$ cat src/rtl/msgseq_pkg.sv
package msgseq_pkg;

  typedef enum logic [2:0] {
    ST_IDLE       = 3'd0,
    ST_REC        = 3'd1,
    ST_REC_END    = 3'd2,
    ST_FULL_HOLD  = 3'd3,
    ST_PLAY_EDGE  = 3'd4,
    ST_PLAY_LEVEL = 3'd5,
    ST_EOM_FLASH  = 3'd6
  } seq_state_e;

  localparam int NUM_CTRL_IN = 3;

endpackage

$ cat src/rtl/msgseq_tick_gen.sv
module msgseq_tick_gen #(
  parameter int SAMPLE_DIV = 128
) (
  input  logic clk,
  input  logic rst_n,
  output logic tick
);
  localparam int HALF = SAMPLE_DIV / 2;
  localparam int CW   = (HALF > 1) ? $clog2(HALF) : 1;

  logic          phase;
  logic [CW-1:0] cnt;

  // divide by two first, then count half-rate enables
  always_ff @(posedge clk or negedge rst_n) begin
    if (!rst_n) begin
      phase <= 1'b0;
      cnt   <= '0;
      tick  <= 1'b0;
    end else begin
      phase <= ~phase;
      tick  <= 1'b0;
      if (phase) begin
        if (cnt == CW'(HALF - 1)) begin
          cnt  <= '0;
          tick <= 1'b1;
        end else begin
          cnt <= cnt + 1'b1;
        end
      end
    end
  end

endmodule

$ cat src/rtl/msgseq_input_cond.sv
module msgseq_input_cond
  import msgseq_pkg::*;
#(
  parameter int DEBOUNCE_SAMPLES = 400
) (
  input  logic clk,
  input  logic rst_n,
  input  logic sample_tick,
  input  logic rec_n,
  input  logic play_edge_n,
  input  logic play_level_n,
  output logic rec_req,
  output logic play_edge_start,
  output logic play_level_start,
  output logic play_level_held
);
  localparam int DW = (DEBOUNCE_SAMPLES > 1) ? $clog2(DEBOUNCE_SAMPLES) : 1;

  logic [NUM_CTRL_IN-1:0] raw;
  logic [NUM_CTRL_IN-1:0] synced;
  logic [NUM_CTRL_IN-1:0] falls;

  assign raw = {play_level_n, play_edge_n, rec_n};

  // two-flop synchronizer and falling-edge detector per control input
  for (genvar i = 0; i < NUM_CTRL_IN; i++) begin : g_sync
    logic st1, st2, last;
    always_ff @(posedge clk or negedge rst_n) begin
      if (!rst_n) begin
        st1  <= 1'b1;
        st2  <= 1'b1;
        last <= 1'b1;
      end else begin
        st1  <= raw[i];
        st2  <= st1;
        last <= st2;
      end
    end
    assign synced[i] = st2;
    assign falls[i]  = last & ~st2;
  end

  assign play_edge_start  = falls[1];
  assign play_level_start = falls[2];
  assign play_level_held  = ~synced[2];

  // record request: asserts at once, releases only after a steady high window
  logic [DW-1:0] hi_cnt;

  always_ff @(posedge clk or negedge rst_n) begin
    if (!rst_n) begin
      rec_req <= 1'b0;
      hi_cnt  <= '0;
    end else if (!synced[0]) begin
      rec_req <= 1'b1;
      hi_cnt  <= '0;
    end else if (rec_req && sample_tick) begin
      if (hi_cnt == DW'(DEBOUNCE_SAMPLES - 1)) begin
        rec_req <= 1'b0;
        hi_cnt  <= '0;
      end else begin
        hi_cnt <= hi_cnt + 1'b1;
      end
    end
  end

endmodule

$ cat src/rtl/msgseq_seg_counter.sv
module msgseq_seg_counter #(
  parameter int SEG_SAMPLES = 800
) (
  input  logic clk,
  input  logic rst_n,
  input  logic active,
  input  logic sample_tick,
  output logic seg_tick
);
  localparam int SW = (SEG_SAMPLES > 1) ? $clog2(SEG_SAMPLES) : 1;

  logic [SW-1:0] cnt;

  always_ff @(posedge clk or negedge rst_n) begin
    if (!rst_n) begin
      cnt      <= '0;
      seg_tick <= 1'b0;
    end else if (!active) begin
      cnt      <= '0;
      seg_tick <= 1'b0;
    end else begin
      seg_tick <= 1'b0;
      if (sample_tick) begin
        if (cnt == SW'(SEG_SAMPLES - 1)) begin
          cnt      <= '0;
          seg_tick <= 1'b1;
        end else begin
          cnt <= cnt + 1'b1;
        end
      end
    end
  end

endmodule

$ cat src/rtl/msgseq_fsm.sv
module msgseq_fsm
  import msgseq_pkg::*;
#(
  parameter int LED_PULSE = 16
) (
  input  logic clk,
  input  logic rst_n,
  input  logic sample_tick,
  input  logic rec_req,
  input  logic play_edge_start,
  input  logic play_level_start,
  input  logic play_level_held,
  input  logic eom_in,
  input  logic mem_full,
  output logic wr_en,
  output logic wr_eom,
  output logic spk_en,
  output logic rec_led_n,
  output logic power_down,
  output logic cycle_active
);
  localparam int LW = (LED_PULSE > 1) ? $clog2(LED_PULSE) : 1;

  seq_state_e    state, nxt;
  logic [LW-1:0] flash_cnt;
  logic          flash_done;

  assign flash_done = sample_tick && (flash_cnt == LW'(LED_PULSE - 1));

  always_comb begin
    nxt = state;
    unique case (state)
      ST_IDLE: begin
        if (rec_req)               nxt = ST_REC;
        else if (play_edge_start)  nxt = ST_PLAY_EDGE;
        else if (play_level_start) nxt = ST_PLAY_LEVEL;
      end
      ST_REC: begin
        if (!rec_req || mem_full) nxt = ST_REC_END;
      end
      ST_REC_END: begin
        nxt = rec_req ? ST_FULL_HOLD : ST_IDLE;
      end
      ST_FULL_HOLD: begin
        if (!rec_req) nxt = ST_IDLE;
      end
      ST_PLAY_EDGE: begin
        if (rec_req)                nxt = ST_REC;
        else if (eom_in || mem_full) nxt = ST_EOM_FLASH;
      end
      ST_PLAY_LEVEL: begin
        if (rec_req)                nxt = ST_REC;
        else if (eom_in || mem_full) nxt = ST_EOM_FLASH;
        else if (!play_level_held)   nxt = ST_IDLE;
      end
      ST_EOM_FLASH: begin
        if (rec_req)         nxt = ST_REC;
        else if (flash_done) nxt = ST_IDLE;
      end
      default: nxt = ST_IDLE;
    endcase
  end

  always_ff @(posedge clk or negedge rst_n) begin
    if (!rst_n) begin
      state     <= ST_IDLE;
      flash_cnt <= '0;
    end else begin
      state <= nxt;
      if (state != ST_EOM_FLASH || flash_done) flash_cnt <= '0;
      else if (sample_tick)                   flash_cnt <= flash_cnt + 1'b1;
    end
  end

  assign wr_en        = (state == ST_REC) && sample_tick && !mem_full;
  assign wr_eom       = (state == ST_REC_END);
  assign spk_en       = (state == ST_PLAY_EDGE) || (state == ST_PLAY_LEVEL);
  assign rec_led_n    = !((state == ST_REC) || (state == ST_REC_END) ||
                          (state == ST_EOM_FLASH));
  assign power_down   = (state == ST_IDLE) || (state == ST_FULL_HOLD);
  assign cycle_active = (state == ST_REC) || spk_en;

endmodule

$ cat src/rtl/msgseq_ctrl.sv
module msgseq_ctrl #(
  parameter int SAMPLE_DIV       = 128,
  parameter int SEG_SAMPLES      = 800,
  parameter int DEBOUNCE_SAMPLES = 400,
  parameter int LED_PULSE        = 16
) (
  input  logic clk,
  input  logic rst_n,
  input  logic rec_n,
  input  logic play_edge_n,
  input  logic play_level_n,
  input  logic eom_in,
  input  logic mem_full,
  output logic sample_tick,
  output logic wr_en,
  output logic wr_eom,
  output logic spk_en,
  output logic rec_led_n,
  output logic seg_tick,
  output logic power_down
);
  logic rec_req, play_edge_start, play_level_start, play_level_held;
  logic cycle_active;

  msgseq_tick_gen #(.SAMPLE_DIV(SAMPLE_DIV)) u_tick (
    .clk  (clk),
    .rst_n(rst_n),
    .tick (sample_tick)
  );

  msgseq_input_cond #(.DEBOUNCE_SAMPLES(DEBOUNCE_SAMPLES)) u_cond (
    .clk             (clk),
    .rst_n           (rst_n),
    .sample_tick     (sample_tick),
    .rec_n           (rec_n),
    .play_edge_n     (play_edge_n),
    .play_level_n    (play_level_n),
    .rec_req         (rec_req),
    .play_edge_start (play_edge_start),
    .play_level_start(play_level_start),
    .play_level_held (play_level_held)
  );

  msgseq_fsm #(.LED_PULSE(LED_PULSE)) u_fsm (
    .clk             (clk),
    .rst_n           (rst_n),
    .sample_tick     (sample_tick),
    .rec_req         (rec_req),
    .play_edge_start (play_edge_start),
    .play_level_start(play_level_start),
    .play_level_held (play_level_held),
    .eom_in          (eom_in),
    .mem_full        (mem_full),
    .wr_en           (wr_en),
    .wr_eom          (wr_eom),
    .spk_en          (spk_en),
    .rec_led_n       (rec_led_n),
    .power_down      (power_down),
    .cycle_active    (cycle_active)
  );

  msgseq_seg_counter #(.SEG_SAMPLES(SEG_SAMPLES)) u_seg (
    .clk        (clk),
    .rst_n      (rst_n),
    .active     (cycle_active),
    .sample_tick(sample_tick),
    .seg_tick   (seg_tick)
  );

endmodule

$ cat config.mk
export PLATFORM = sky130hd
export DESIGN_NAME = msgseq_ctrl
export DESIGN_NICKNAME = d
export VERILOG_FILES = /design/src/rtl/msgseq_pkg.sv /design/src/rtl/msgseq_tick_gen.sv /design/src/rtl/msgseq_input_cond.sv /design/src/rtl/msgseq_seg_counter.sv /design/src/rtl/msgseq_fsm.sv /design/src/rtl/msgseq_ctrl.sv
export SDC_FILE = /design/constraint.sdc
export NUM_CORES = 1
export LEC_CHECK = 0
export ABC_AREA = 1
export BUFFER_PORTS_ARGS = -buffer_cell sky130_fd_sc_hd__buf_4
export CAP_MARGIN = 30
export CORE_ASPECT_RATIO = 1.1
export CORE_MARGIN = 2
export CORE_UTILIZATION = 35
export CTS_CLUSTER_SIZE = 24
export DETAILED_ROUTE_END_ITERATION = 7
export PLACE_DENSITY = 0.54
export SLEW_MARGIN = 20
export SYNTH_ARGS = -nofsm -noshare
export SYNTH_HDL_FRONTEND = slang
export SYNTH_SLANG_ARGS = --single-unit
$ cat constraint.sdc
create_clock -name clk -period 2 [get_ports clk]
set_input_delay 0.2 -clock clk [delete_from_list [all_inputs] [get_ports clk]]
set_output_delay 0.2 -clock clk [all_outputs]
set_load 0.02 [all_outputs]
# Word level (Yosys, flattened, before mapping)
# Cells that the tools add are included.
dict set report word_totals {
  register_bits 44
  latch_bits 0
  ramBits 0
  mem_bits_ro 0
  output_inout_bits 7
  elab_cells 96
  n_memories 0
}
dict set report op_classes {
  n_addsub 4
  multipliers 0
  div 0
  n_lt_le_gt_ge 0
  eq_ne 20
  n_shift 0
  n_mux 31
  bitwise_logic 5
  reduce_logical 19
}
# op n
set ops {}
lappend ops {{$mux W3} 12}
lappend ops {{$mux W10} 3}
lappend ops {{$mux W9} 3}
lappend ops {{$pmux W3 S7} 1}
lappend ops {{$add A10 B1 Y10 const B} 1}
lappend ops {{$eq A10 B10 Y1 const B} 1}
lappend ops {{$add A9 B1 Y9 const B} 1}
lappend ops {{$eq A3 B3 Y1 const B} 3}
lappend ops {{$eq A9 B9 Y1 const B} 1}
lappend ops {{$logic_or A1 B1 Y1} 8}
lappend ops {{$mux W1} 8}
lappend ops {{$mux W4} 2}
lappend ops {{$ne A2 B2 Y1 const B} 4}
lappend ops {{$add A6 B1 Y6 const B} 1}
lappend ops {{$eq A3 B2 Y1 const B} 2}
lappend ops {{$eq A6 B6 Y1 const B} 1}
lappend ops {{$mux W6} 1}
lappend ops {{$ne A3 B2 Y1 const B} 2}
lappend ops {{$reduce_and A6 Y1} 1}
lappend ops {{$add A4 B1 Y4 const B} 1}
lappend ops {{$eq A4 B4 Y1 const B} 1}
lappend ops {{$logic_and A1 B1 Y1} 4}
lappend ops {{$ne A4 B3 Y1 const B} 1}
lappend ops {{$ne A4 B4 Y1 const B} 1}
lappend ops {{other kinds (10)} 15}

# Logic depth before layout (Yosys ltp)
# Gate-level depths: netlist of the first run.
dict set report logic_depth {
  depth_word 6
  ltp_mapped 10
  depth_no_buf 9
}

# By module
# Synthesis of the first run repeated with hierarchy kept, for this count alone.
dict set report hier_totals {
  cells_unflattened 298
  area_unflattened_um2 2342.2
}
# module instances cells_per_inst area_each_um2
set modules_own_cells {}
lappend modules_own_cells {msgseq_input_cond 1 99 837.1}
lappend modules_own_cells {msgseq_seg_counter 1 82 628.1}
lappend modules_own_cells {msgseq_fsm 1 73 510.5}
lappend modules_own_cells {msgseq_tick_gen 1 44 366.6}

# Worst setup path before layout of the first run
# No wires, ideal clock.
dict set report synth_timing {
  path_type {register to output}
  start {register u_tick.tick}
  end {output wr_en}
  arrival_ns 1.171
  required_ns 1.800
  setup_slack_ns 0.629
  path_stages_with_launch 3
  n_path_buf 0
  cell_sequence {dfrtp_1 -> inv_2 -> nor3_1}
}
dict set report synth_via {
  elab_chain_cells 2
}
# item line
set synth_lines {}
lappend synth_lines {{from (decl)} msgseq_tick_gen.sv:6} ;# output logic tick
lappend synth_lines {{from (signal assigned)} msgseq_tick_gen.sv:19} ;# tick <= 1'b0;
lappend synth_lines {{from (signal assigned)} msgseq_tick_gen.sv:22} ;# tick <= 1'b0;
lappend synth_lines {{from (signal assigned)} msgseq_tick_gen.sv:26} ;# tick <= 1'b1;
lappend synth_lines {{$logic_and A1 B1 Y1 (2 in series)} msgseq_fsm.sv:75} ;# assign wr_en = (state == ST_REC) && sample_tick && !mem_full;
lappend synth_lines {{to (decl)} msgseq_ctrl.sv:15} ;# output logic wr_en,
# Every way passes these cells.

# Worst setup path in the final report of the first run
dict set report layout_timing {
  start {register u_fsm.state[1]}
  end {output wr_en}
}
dict set report layout_via {
  elab_chain_cells 3
}
# item line
set layout_lines {}
lappend layout_lines {{from (decl)} msgseq_fsm.sv:24} ;# seq_state_e state, nxt;
lappend layout_lines {{from (signal assigned)} msgseq_fsm.sv:69} ;# state <= nxt;
lappend layout_lines {{$eq A3 B1 Y1} msgseq_fsm.sv:75}
lappend layout_lines {{$logic_and A1 B1 Y1 (2 in series)} msgseq_fsm.sv:75}
# Every way passes these cells.

==> metrics.txt, run 1 <==
outcome finished clean; Min Hold Slack 0.359 ns; Post-synth EDFFs 0; Layout area overhead 13.6%; Post-Route WL 4.47 mm; Post-synth ARST share 1.00; Highest Clock Rate 0.614 GHz; CTS tree yes; Tot Pwr 2.15 mW; sequential power share 0.455; area taken by multi-input logic gates 1010 um2; pin count of the biggest net entering global routing 45; R2R setup slack 0.46 ns; post-CTS setup buffer count 0; DRT iter0 DRCs 65; Core ar. 6520 um2; post-synthesis register bit count 44; post-route minimum period 1.63 ns; # H-tree levels 2; Routability Congestion 0.838; Comb pwr share 0.233; hold-fix buffers at CTS 4; Port-buffer cells 13; Synth cell types 29; Avg Cell Area, Syn 7.79 um2; ys flop type dfrtp_1; Die ar. 7320 um2; HPWL after DPL 3.24 mm; Inserted Clock Buffers 5; Clock Pin Slew Worst Setup and Hold Paths 0.08 ns; Slew Limit Fails 0; Setup Total Neg Slack 0 ns; root buf cell clkbuf_8; cell count after synthesis 299; share of cells above drive strength 1 0.138; CP required 1.80 ns; endpoints failing setup 0; final net count 329; Layout Utilization 0.406; post-DR wirelength/cell 11.2 um; pre-CTS setup slack 0.495 ns; die height 89.5 um; Remaining DRCs 0; Antenna Cells 0; GRT Util Overall 0.140; first-pass GRT wire length 7.89 mm; CP bufs+invs 1; kind of critical path flip-flop to output port; net switching power figure 677 uW; final-report hold violation count 0; Cell Chain, Critical Path nor2_1, nand2_1, nor3_1, buf_4; Crit Path Max Fanout 7; post_cts resized 0; clk buf depth 2; non-filler cells, final 401; internal power 1.47 mW; Leak Pwr 1.31 nW; mean number of vias per cell 4.68; antenna violations before repair 0; Tcrit/Tclk final 0.814; Crit path max-delay family simple AND/OR/NAND/NOR gates; dpl cells 389; Worst slew margin 0.634; Clock Power Share 0.313; cell depth of the worst flop-to-flop path 8; routed vias 1876; # IOs 14; Worst IR Drop VDD 0.000372 V; sequential cell area 1110 um2; # clock sinks 44; Critical Path End wr_en; P per Cell Area 812 nW/um2; Row Count 31; worst clock skew 0.00670 ns; Post-Syn Area 2330 um2; HP Start u_cond.g_sync[1].st1; Max Cap Violations 0; Synth Net Count 310; Worst setup SP type flip-flop; Hold WC Path Type flip-flop to flip-flop; die width 81.8 um; Initial DRT Pass Iterations 6; crit path max-delay cell type dfrtp_1; sw frac 0.315; R2R Path End u_seg.cnt[1]; worst skew pair latency 0.30 ns; register area share after synthesis 0.477; Ys Warns 0; setup ws final 0.371 ns; Antenna Nets Post-Route 0; Setup crit end kind output port; vias in the first global route 1759; CP max stage delay 0.47 ns; RSZ-0062 raised after global routing no; fill count 674; Starting Density 0.357; gr ovfl total 0; Critical Path Stages 4; fin area 2650 um2; RR Startpoint u_seg.cnt[0]; DP Area 2500 um2; actual slew at the worst max-slew pin 0.549 ns; Worst Path Arrival 1.43 ns; Worst setup startpoint u_fsm.state[1]
## kinds of logic after synthesis
group | after synthesis | share of synthesized area
XOR/XNOR | 8 | 0.0301
flip-flops | 44 | 0.477
AO/OA/AOI/OAI | 28 | 0.0661
buffers and inverters | 50 | 0.0881
adder cells (fa/ha/maj) | 4 | 0.0215
AND/OR/NAND/NOR | 165 | 0.317
## registers in the layout, indices dropped and copies added (netlist names)
signal              flops
u_tick.phase            1
u_fsm.flash_cnt         4
u_seg.cnt              10
u_cond.rec_req          1
u_cond.g_sync.last      2
u_tick.tick             1
u_cond.hi_cnt           9
u_cond.g_sync.st1       3
u_fsm.state             3
u_seg.seg_tick          1
u_cond.g_sync.st2       3
u_tick.cnt              6
## final cells by class
cell class,count,area share
Clock buffer,6,0.0274
Multi-Input combinational cell,205,0.383
Tap cell,82,0.0388
Inverter,44,0.0629
Sequential cell,44,0.420
Clock inverter,2,0.0132
Timing Repair Buffer,18,0.0549
## worst reg2reg max path: stages, from the launching register on
cell and delay (ns):
dfrtp_1 0.38, ha_1 0.17, nand2_1 0.07, nor2_1 0.39, nand4_1 0.13, nand2_1 0.11, nor2_1 0.07, nand2_1 0.07
nand2_1 0.05
## synth_stat cells (2+ instances only)
cell	number	area, um2
inv_2	4	15.0
xor2_1	8	70.1
nand2_1	72	270
nand3_1	23	115
a21oi_1	8	40.0
nand2_2	2	12.5
ha_1	4	50.1
buf_2	3	15.0
dfrtp_1	36	901
nor2_2	2	12.5
dfstp_2	8	210
nor3_1	4	20.0
nor2_4	2	22.5
nor2_1	40	150
nand4_1	16	100
o21ai_0	15	75.1
inv_1	39	146
o21ai_2	2	17.5
## metal layers
metal,global-route usage,vias up,part of all wire,routed length [um]
met3,0.0374,6,0.031,137
met4,0.0515,0,0.017,74
met2,0.232,17,0.49,2170
met5,0,-,0,0
met1,0.174,864,0.47,2090
li1,-,989,-,-
## how the worst min path moves through the flow
stage,end,slack [ns],cells after the start
floorplan,u_cond.hi_cnt[0],-0.1,0
global placement,u_cond.hi_cnt[0],0.23,1
detailed placement,u_cond.hi_cnt[1],0.23,1
CTS,u_cond.g_sync[0].st2,0.36,0
global route,u_cond.g_sync[0].st2,0.36,0
finish,u_cond.g_sync[1].st2,0.36,0
## power groups by stage
stage / logic (mW) / registers, mW / clock network, mW
after floorplan: 0.377 / 0.965 / 0
after detailed placement: 0.498 / 0.992 / 0
final: 0.500 / 0.976 / 0.671
after CTS: 0.505 / 0.976 / 0.708
after global placement: 0.501 / 0.993 / 0
after global routing: 0.557 / 0.986 / 0.750
## cell usage in the layout (no fill, tap or decap)
| cell | n |
|---|---|
| nand2_2 | 2 |
| nor3b_1 | 1 |
| nand2_1 | 72 |
| nand4_1 | 16 |
| nor2_1 | 40 |
| and2_1 | 1 |
| ha_1 | 4 |
| o21ai_2 | 2 |
| nor2_4 | 2 |
| buf_4 | 14 |
| xor2_1 | 8 |
| a21oi_1 | 8 |
| dfrtp_1 | 36 |
| inv_2 | 4 |
| nor2_2 | 2 |
| o21ai_0 | 15 |
| nor3_1 | 4 |
| inv_1 | 39 |
| nand3_2 | 1 |
| a21o_1 | 1 |
| nand3_1 | 23 |
| clkbuf_8 | 5 |
| a31oi_1 | 1 |
| clkinv_2 | 2 |
| dlygate4sd3_1 | 4 |
| nand2_4 | 1 |
| dfstp_2 | 8 |
| clkbuf_1 | 1 |
| o21bai_1 | 1 |
| bufinv_16 | 1 |
Power figures use the tool's default switching activity.
==> inputs of run 2 (changes only) <==
- clock period: 2 -> 1.68 ns (I/O delays scaled with it)
==> run 2 against run 1 <==
  * Critical path type unchanged
  * Sequential power up 19%
  * Register-to-register slack lost 0.20 ns
  * Non-clock buffer count rose by 2
  * Critical endpoint is now rec_led_n
  * Critical path depth unchanged
  * Largest cell class unchanged
==> metrics.txt, run 2 (synthesized netlist as in run 1, its figures left out) <==
post-DR wirelength/cell 11.2 um (+0.71%); CTS tree yes; Starting Density 0.357 (unchanged); die height 89.5 um (unchanged); final-report hold violation count 0 (unchanged); Largest regs u_seg.cnt (10), u_cond.hi_cnt (9), u_tick.cnt (6); kind of critical path flip-flop to output port; post-route minimum period 1.54 ns; Clock Pin Slew Worst Setup and Hold Paths 0.09 ns (about the same); Biggest register u_seg.cnt; Setup Total Neg Slack 0 ns (unchanged); CP required 1.51 ns (-0.29 ns); CP bufs+invs 1 (unchanged); gr ovfl total 0 (unchanged); max reg flops 10 (unchanged); antenna violations before repair 0 (unchanged); worst skew pair latency 0.30 ns (about the same); Critical Path Stages 4 (unchanged); worst clock skew 0.0135 ns (+0.00682 ns); Initial DRT Pass Iterations 4 (-2); Row Count 31 (unchanged); RR Startpoint u_seg.cnt[0]; Post-Route WL 4.53 mm (+1.2%); Worst Path Arrival 1.37 ns (-0.06 ns); Cell Chain, Critical Path nor2_1, nand2_1, and2_1, buf_4; routed vias 1900 (+1.3%); mean number of vias per cell 4.71 (+0.78%); # clock sinks 44 (unchanged); Crit Path Max Fanout 7 (unchanged); final net count 331 (+0.61%); vias in the first global route 1798 (+2.2%); Hold WC Path Type flip-flop to flip-flop; Remaining DRCs 0 (unchanged); Routability Congestion 0.845 (+0.86%); DRT iter0 DRCs 77 (+18%); Critical Path End rec_led_n; outcome finished clean; pre-CTS setup slack 0.257 ns (-0.239 ns); GRT Util Overall 0.142 (+0.00236); R2R setup slack 0.26 ns (-0.20 ns); share of cells above drive strength 1 0.153 (+0.0147); Worst setup startpoint u_fsm.state[1]; Worst IR Drop VDD 0.000461 V (+24%); pin count of the biggest net entering global routing 45 (unchanged); Antenna Cells 0 (unchanged); most frequent cells in the layout 72 x nand2_1, 40 x nor2_1, 39 x inv_1; actual slew at the worst max-slew pin 0.567 ns (+0.0176 ns); Tcrit/Tclk final 0.917; Worst setup SP type flip-flop; Worst slew margin 0.622 (-0.0118); Core ar. 6520 um2 (unchanged); Layout area overhead 15.1%; endpoints failing setup 0 (unchanged); Highest Clock Rate 0.649 GHz; clk buf depth 2 (unchanged); die width 81.8 um (unchanged); P per Cell Area 992 nW/um2 (+22%); Setup crit end kind output port; # H-tree levels 2 (unchanged); cell depth of the worst flop-to-flop path 9 (+1); setup ws final 0.140 ns (-0.231 ns); commonest non-fill, non-tap cell in the layout nand2_1; first-pass GRT wire length 8.02 mm (+1.6%); Leak Pwr 1.32 nW (+1.2%); Crit path max-delay family flip-flops; Antenna Nets Post-Route 0 (unchanged); Port-buffer cells 13 (unchanged); Die ar. 7320 um2 (unchanged); crit path max-delay cell type dfrtp_2; root buf cell clkbuf_8; Slew Limit Fails 0 (unchanged); # IOs 14 (unchanged); Max Cap Violations 0 (unchanged); R2R Path End u_seg.cnt[0]; CP max stage delay 0.47 ns (about the same); Inserted Clock Buffers 5 (unchanged); RSZ-0062 raised after global routing no; HPWL after DPL 3.24 mm (about the same); post-CTS setup buffer count 0 (unchanged)
==> run 2: cell types whose count changed in the layout (fill, tap and decap cells not counted) <==
cell / previous run / this run
buf_4: 14 / 16
clkbuf_8: 5 / 6
clkinv_2: 2 / 1
clkinv_4: 0 / 1
dfrtp_1: 36 / 35
clkbuf_1: 1 / 0
dfrtp_2: 0 / 1
nor3_2: 0 / 1
nor3_1: 4 / 3
==> run 2: final cells by class <==
type	count	area [um2]
multi-input combinational	205	1020
clock inverter	2	38.8
clock buffer	6	82.6
sequential	44	1110
inverter	44	166
timing repair buffer	20	160
tap	82	103
fill	695	3840
==> run 2: how the worst min path moves through the flow <==
stage               slack, ns  cells after the start                 start              endpoint
floorplan               -0.13                      0                 rst_n      u_cond.hi_cnt[0]
global placement         0.20                      1                 rst_n      u_cond.hi_cnt[0]
detailed placement       0.21                      1                 rst_n      u_cond.hi_cnt[0]
CTS                      0.36                      0  u_cond.g_sync[1].st1  u_cond.g_sync[1].st2
global route             0.36                      0  u_cond.g_sync[1].st1  u_cond.g_sync[1].st2
finish                   0.36                      0  u_cond.g_sync[1].st1  u_cond.g_sync[1].st2
==> run 2: power by group <==
group          internal (mW)  total, mW  switching [mW]
Sequential              1.10       1.16          0.0606
Clock                  0.487      0.869           0.383
Combinational          0.224      0.626           0.402
==> run 2: routing by layer <==
metal  wire [um]  global-route usage  share of wire  vias to the layer above
met5           0                   0              0                        -
met1        2260               0.187           0.50                      882
met4          40              0.0561         0.0088                        0
li1            -                   -              -                      991
met2        2090               0.224           0.46                       23
met3         140              0.0354          0.031                        4
==> run 2: timing repair <==
item,in CTS,in global routing
hold endpoints to repair,39,0
resized for setup,0,2
endpoints found under the setup margin,0,1
hold buffers,4,0
==> run 2: metrics by stage <==
step / power, mW / instances / utilization / cell area (um2) / hold slack [ns]
2_1_floorplan: 1.60 / 299 / - / 2330 / -0.128
3_3_place_gp: 1.81 / 391 / 0.386 / 2510 / 0.205
3_5_place_dp: 1.80 / 391 / 0.386 / 2510 / 0.208
4_1_cts: 2.69 / 403 / 0.410 / 2670 / 0.361
5_1_grt: 2.82 / 403 / 0.411 / 2680 / 0.365
6_report: 2.66 / 403 / 0.411 / 2680 / 0.359
